--- src/rtl/axid_filt_pkg.sv ---
package axid_filt_pkg;

    localparam int ID_W   = 16;
    localparam int PORT_W = 3;
    localparam int LEN_W  = 8;
    localparam int SIZE_W = 3;
    localparam int ADDR_W = 8;
    localparam int DATA_W = 32;
    localparam int CODE_W = 8;
    // widest byte count: (2**LEN_W) << (2**SIZE_W - 1)
    localparam int INC_W  = LEN_W + 1 + (2 ** SIZE_W - 1);

    localparam logic [CODE_W-1:0] CODE_RD = 8'h41;
    localparam logic [CODE_W-1:0] CODE_WR = 8'h42;

    localparam int SEL_BASE = 'h50;
    localparam int CMP_BASE = 'h54;
    localparam int STRIDE   = 'h10;

    typedef struct packed {
        logic [ID_W-1:0] mask;
        logic [ID_W-1:0] ref_id;
    } cmp_word_t;

    typedef struct packed {
        logic              wr_chan;
        logic [PORT_W-1:0] wr_port;
        logic              rd_chan;
        logic [PORT_W-1:0] rd_port;
    } sel_word_t;

    typedef struct packed {
        logic              write;
        logic [ID_W-1:0]   id;
        logic [PORT_W-1:0] port;
        logic              chan;
        logic [LEN_W-1:0]  len;
        logic [SIZE_W-1:0] size;
    } xact_t;

    function automatic logic [ADDR_W-1:0] sel_addr(input int n);
        return ADDR_W'(SEL_BASE + STRIDE * n);
    endfunction

    function automatic logic [ADDR_W-1:0] cmp_addr(input int n);
        return ADDR_W'(CMP_BASE + STRIDE * n);
    endfunction

    function automatic sel_word_t unpack_sel(input logic [DATA_W-1:0] w);
        sel_word_t s;
        s.rd_port = w[2:0];
        s.rd_chan = w[3];
        s.wr_port = w[10:8];
        s.wr_chan = w[11];
        return s;
    endfunction

    function automatic logic [DATA_W-1:0] pack_sel(input sel_word_t s);
        logic [DATA_W-1:0] w;
        w        = '0;
        w[2:0]   = s.rd_port;
        w[3]     = s.rd_chan;
        w[10:8]  = s.wr_port;
        w[11]    = s.wr_chan;
        return w;
    endfunction

endpackage

--- src/rtl/axid_filt_regs.sv ---
module axid_filt_regs
    import axid_filt_pkg::*;
#(
    parameter int NCNT = 3
) (
    input  logic                clk,
    input  logic                rst,
    input  logic                we,
    input  logic [ADDR_W-1:0]   waddr,
    input  logic [DATA_W-1:0]   wdata,
    input  logic [ADDR_W-1:0]   raddr,
    output logic [DATA_W-1:0]   rdata,
    output cmp_word_t           cmp_o [NCNT],
    output sel_word_t           sel_o [NCNT]
);

    for (genvar n = 0; n < NCNT; n++) begin : g_lane
        localparam logic [ADDR_W-1:0] A_CMP = cmp_addr(n);
        localparam logic [ADDR_W-1:0] A_SEL = sel_addr(n);

        always_ff @(posedge clk) begin
            if (rst) begin
                cmp_o[n] <= '0;
                sel_o[n] <= '0;
            end else if (we) begin
                if (waddr == A_CMP) cmp_o[n] <= cmp_word_t'(wdata);
                if (waddr == A_SEL) sel_o[n] <= unpack_sel(wdata);
            end
        end
    end

    always_comb begin
        rdata = '0;
        for (int n = 0; n < NCNT; n++) begin
            if (raddr == cmp_addr(n)) rdata = DATA_W'(cmp_o[n]);
            if (raddr == sel_addr(n)) rdata = pack_sel(sel_o[n]);
        end
    end

endmodule

--- src/rtl/axid_filt_match.sv ---
module axid_filt_match
    import axid_filt_pkg::*;
(
    input  xact_t              xact,
    input  cmp_word_t          cmp,
    input  sel_word_t          sel,
    input  logic [CODE_W-1:0]  code,
    output logic               hit
);

    logic              dir_ok;
    logic              id_ok;
    logic [PORT_W-1:0] want_port;
    logic              want_chan;

    always_comb begin
        dir_ok    = (code == CODE_RD && !xact.write) ||
                    (code == CODE_WR &&  xact.write);
        want_port = xact.write ? sel.wr_port : sel.rd_port;
        want_chan = xact.write ? sel.wr_chan : sel.rd_chan;
        id_ok     = ((xact.id ^ cmp.ref_id) & cmp.mask) == '0;
        hit       = dir_ok && id_ok &&
                    (xact.port == want_port) && (xact.chan == want_chan);
    end

endmodule

--- src/rtl/axid_filt_bytes.sv ---
module axid_filt_bytes
    import axid_filt_pkg::*;
(
    input  logic [LEN_W-1:0]  len,
    input  logic [SIZE_W-1:0] size,
    output logic [INC_W-1:0]  nbytes
);

    logic [INC_W-1:0] beats;

    always_comb begin
        beats  = INC_W'(len) + INC_W'(1);
        nbytes = beats << size;
    end

endmodule

--- src/rtl/axid_match_filter.sv ---
module axid_match_filter
    import axid_filt_pkg::*;
#(
    parameter int NCNT = 3
) (
    input  logic                     clk,
    input  logic                     rst,
    input  logic                     cfg_we,
    input  logic [7:0]               cfg_waddr,
    input  logic [31:0]              cfg_wdata,
    input  logic [7:0]               cfg_raddr,
    output logic [31:0]              cfg_rdata,
    input  logic [8*NCNT-1:0]        evt_code,
    input  logic                     byte_mode,
    input  logic                     obs_valid,
    input  logic                     obs_write,
    input  logic [15:0]              obs_id,
    input  logic [2:0]               obs_port,
    input  logic                     obs_chan,
    input  logic [7:0]               obs_len,
    input  logic [2:0]               obs_size,
    output logic                     inc_valid,
    output logic [NCNT-1:0]          inc_hit,
    output logic [16*NCNT-1:0]       inc_amount
);

    cmp_word_t        cmp_w [NCNT];
    sel_word_t        sel_w [NCNT];
    xact_t            xact;
    logic [INC_W-1:0] nbytes;
    logic [INC_W-1:0] step;

    assign xact = '{write: obs_write, id: obs_id, port: obs_port,
                    chan: obs_chan, len: obs_len, size: obs_size};

    axid_filt_regs #(.NCNT(NCNT)) regs_i (
        .clk   (clk),
        .rst   (rst),
        .we    (cfg_we),
        .waddr (cfg_waddr),
        .wdata (cfg_wdata),
        .raddr (cfg_raddr),
        .rdata (cfg_rdata),
        .cmp_o (cmp_w),
        .sel_o (sel_w)
    );

    axid_filt_bytes bytes_i (
        .len    (obs_len),
        .size   (obs_size),
        .nbytes (nbytes)
    );

    assign step = byte_mode ? nbytes : INC_W'(1);

    always_ff @(posedge clk) begin
        if (rst) inc_valid <= 1'b0;
        else     inc_valid <= obs_valid;
    end

    for (genvar n = 0; n < NCNT; n++) begin : g_cnt
        logic hit_c;

        axid_filt_match match_i (
            .xact (xact),
            .cmp  (cmp_w[n]),
            .sel  (sel_w[n]),
            .code (evt_code[n*CODE_W +: CODE_W]),
            .hit  (hit_c)
        );

        always_ff @(posedge clk) begin
            if (rst || !obs_valid || !hit_c) begin
                inc_hit[n]                     <= 1'b0;
                inc_amount[n*INC_W +: INC_W]   <= '0;
            end else begin
                inc_hit[n]                     <= 1'b1;
                inc_amount[n*INC_W +: INC_W]   <= step;
            end
        end
    end

endmodule

--- config.mk ---
export PLATFORM = sky130hd
export DESIGN_NAME = axid_match_filter
export DESIGN_NICKNAME = d
export VERILOG_FILES = /design/src/rtl/axid_filt_pkg.sv /design/src/rtl/axid_filt_regs.sv /design/src/rtl/axid_filt_match.sv /design/src/rtl/axid_filt_bytes.sv /design/src/rtl/axid_match_filter.sv
export SDC_FILE = /design/constraint.sdc
export NUM_CORES = 1
export LEC_CHECK = 0
export BUFFER_PORTS_ARGS = -buffer_cell sky130_fd_sc_hd__buf_2
export CAP_MARGIN = 10
export CORE_MARGIN = 2
export CORE_UTILIZATION = 45
export CTS_BUF_LIST = sky130_fd_sc_hd__clkbuf_4 sky130_fd_sc_hd__clkbuf_8
export CTS_CLUSTER_SIZE = 24
export DETAILED_ROUTE_END_ITERATION = 10
export PLACE_DENSITY = 0.69
export REMOVE_ABC_BUFFERS = 1
export SLEW_MARGIN = 20
export SYNTH_ARGS = -nofsm -noshare
export SYNTH_HDL_FRONTEND = slang
export SYNTH_SLANG_ARGS = --single-unit
--- constraint.sdc ---
create_clock -name clk -period 4.2 [get_ports clk]
set_clock_uncertainty 0.05 [all_clocks]
set_input_delay 1.26 -clock clk [delete_from_list [all_inputs] [get_ports clk]]
set_output_delay 1.26 -clock clk [all_outputs]
set_load 0.005 [all_outputs]
==> run_results.csv <==
group,metric,value,unit
outcome,status,"complete, no violations",
global_routing,antenna_found_initial,2,
power,switching_share,0.277,
power,combPwrFrac,0.080,
synthesis,synthCells,933,
floorplan,coreArea,17400,sq um
timing,max-slew-margin-rel,0.303,
layout,fin_util,0.552,
clocking,cts_buffer_depth,2,
power,ir_drop,207,uV
synthesis,synth-main-ff-cell,"dfxtp_1",
power,power.internal,2.18,mW
clocking,cts_tree,"done",
floorplan,die_h,138,um
critical_path,critPathKind,"in2out",
route,drc_errors,0,
place,dp_hpwl,17100,um
synthesis,yosys_warnings,0,
timing,tns,0,ns
clocking,cts_root_buffer,"clkbuf_8",
synthesis,synthesis.area,8060,sq um
timing,fmax,242,MHz
clocking,cts_num_sinks,172,
floorplan,start_util,0.463,
timing,finalMaxSlewViolations,0,
run,cap_violations,0,
clocking,htreeDepth,4,
floorplan,pin_count,193,
layout,final_cell_mix,"191 x buf_2, 172 x dfxtp_1, 159 x nand2_1",
global_routing,grt_use_met1,0.306,
synthesis,synth_seq_cells,172,
synthesis,synth_edf_count,0,
critical_path,worst-path-max-fanout,14,
critical_path,arrival,2.82,ns
power,seq_power_share,0.541,
critical_path,cp.required,2.89,ns
global_routing,overflow,0,
synthesis,ys_async_sr_fraction,0,
place,numPortBuffers,192,
clocking,cts.clk_slew.worst_paths,0.10,ns
layout,final_layout_size_suffix_gt1_frac,0.245,
clocking,insertion_delay,0.47,ns
timing,setup-violations-final,0,
clocking,cts-hold-fix-buffers,0,
power,p_switching,0.837,mW
synthesis,yosysSeqAreaShare,0.427,
floorplan,num_rows,48,
global_routing,grt_usage,0.248,
route,wire_per_inst,17.9,um
route,viasPerCell,5.57,
timing,timing.final.crit_share,0.983,
synthesis,syn_avg_cell_area,8.64,sq um
layout,nNetsFinal,1216,
place,place_congestion,0.917,
route,wl,24100,um
power,power_frac_clock,0.379,
route,dr_total_vias,7502,
timing,fin_ws,0.0725,ns
critical_path,critPathCaptureType,"primary output",
timing,worst_slew_pin_slew,1.05,ns
power,p_per_area,314,nW/um^2
layout,mostFrequentLayoutCell,"buf_2",
global_routing,first_global_vias,6922,
route,drt-initial-drc-count,586,
critical_path,worstSetupStartpointType,"input pin",
power,p_leak,4.24,nW
timing,fin_crit,4.13,ns
global_routing,met2_usage,0.407,
floorplan,die_x,138,um
global_routing,grt_pass1_wl,36000,um
place,place_ws,0.0272,ns
global_routing,grt_start_max_net_pins,100,
global_routing,grt-busiest-layer,"met2",
clocking,cts_buffers,17,
global_routing,grtUsageMet3,0.0633,
floorplan,dieArea,19000,sq um
synthesis,synth_cell_types,59,
route,ant_nets,0,
route,dr.pass1.iters,8,
layout,area_growth_syn_to_layout,19.3,%
worst_hold_path,min_path_type,"reg2reg",
timing,hold_viol_final,0,
[flip-flops by register name, indices dropped and copies added, names as in the netlist]
signal,cells
inc_valid,1
inc_amount,48
inc_hit,3
regs_i.cmp_o,96
regs_i.sel_o,24
[cell families (layout without fill, tap and decap cells)]
| group | Yosys count | count (layout) | synth area share |
|---|---|---|---|
| DFF | 172 | 172 | 0.427 |
| other | 0 | 2 | 0 |
| AOI/OAI and AO/OA | 165 | 165 | 0.140 |
| and+or+nand+nor | 353 | 353 | 0.205 |
| xor gates and xnor gates | 64 | 64 | 0.0695 |
| muxes | 82 | 82 | 0.105 |
| adders and majority gates | 1 | 1 | 0.00155 |
| buffers and inverters | 96 | 282 | 0.0525 |
[final cells by class]
type,instances,area [sq um]
clock inverter,14,143
inverter,35,131
sequential,172,3440
tap,225,282
antenna,2,5.00
multi-input combinational,665,4220
clock buffer,18,248
timing repair buffer,215,1150
fill,1651,7800
[power by group through the flow]
| stage | clock [mW] | sequential [mW] | combinational [mW] |
|---|---|---|---|
| 6_report | 1.14 | 1.63 | 0.241 |
| 4_1_cts | 1.16 | 1.63 | 0.238 |
| 5_1_grt | 1.23 | 1.63 | 0.261 |
| 3_3_place_gp | 0 | 1.67 | 0.234 |
| 2_1_floorplan | 0 | 1.67 | 0.0887 |
| 3_5_place_dp | 0 | 1.67 | 0.236 |
[final timing paths]
path                                        from                to  cells after the start  slack [ns]
worst max-delay path                cfg_raddr[3]     cfg_rdata[31]                      9        0.07
worst min-delay path            regs_i.cmp_o[17]  regs_i.cmp_o[17]                      2        0.43
worst max register to register  regs_i.cmp_o[36]    inc_amount[26]                      8        1.97
worst min register to register  regs_i.cmp_o[17]  regs_i.cmp_o[17]                      2        0.43
[Yosys cell counts, types with 6 or more instances]
cell	count	area share
mux2_2	10	0.014
nand2b_1	8	0.0062
buf_2	11	0.0068
nand3_1	13	0.0081
dfxtp_1	172	0.43
a21oi_1	71	0.044
clkbuf_1	37	0.017
nor2_1	91	0.042
mux2i_1	71	0.088
nor3_1	12	0.0075
xnor2_1	6	0.0065
buf_4	9	0.0084
nand2_1	159	0.074
inv_1	35	0.016
a222oi_1	30	0.037
nor2b_1	7	0.0054
a22oi_1	29	0.027
and3_1	21	0.016
nor4_1	6	0.0047
xor2_1	58	0.063
nand4_1	8	0.0062
o21ai_0	11	0.0068
[worst max-delay path: stages]
cell,delay (ns)
buf_2,0.11
nor3_1,0.29
nand3b_1,0.17
nor3b_2,0.22
and2_0,0.19
buf_4,0.24
a222oi_1,0.16
inv_1,0.07
buf_2,0.10
[per-layer routing]
metal | share of wire | vias to the layer above
met5 | 0.00087 | -
met4 | 0.036 | 4
met3 | 0.091 | 59
met2 | 0.46 | 354
met1 | 0.41 | 3484
li1 | - | 3601
[timing repair]
item	CTS	global route
hold endpoints to repair	0	0
setup endpoints to repair	0	26
gates resized for setup	0	0
buffers inserted	0	2
[per-stage QoR]
stage	std cells	hold slack, ns	cell area [sq um]	power [mW]
after floorplan	872	0.388	7770	1.76
after global placement	1310	0.411	9210	1.90
after detailed placement	1310	0.414	9210	1.91
after CTS	1342	0.426	9600	3.03
after global routing	1344	0.452	9610	3.12
final	1346	0.428	9620	3.02
No activity file was read; power rests on OpenSTA's default activity.
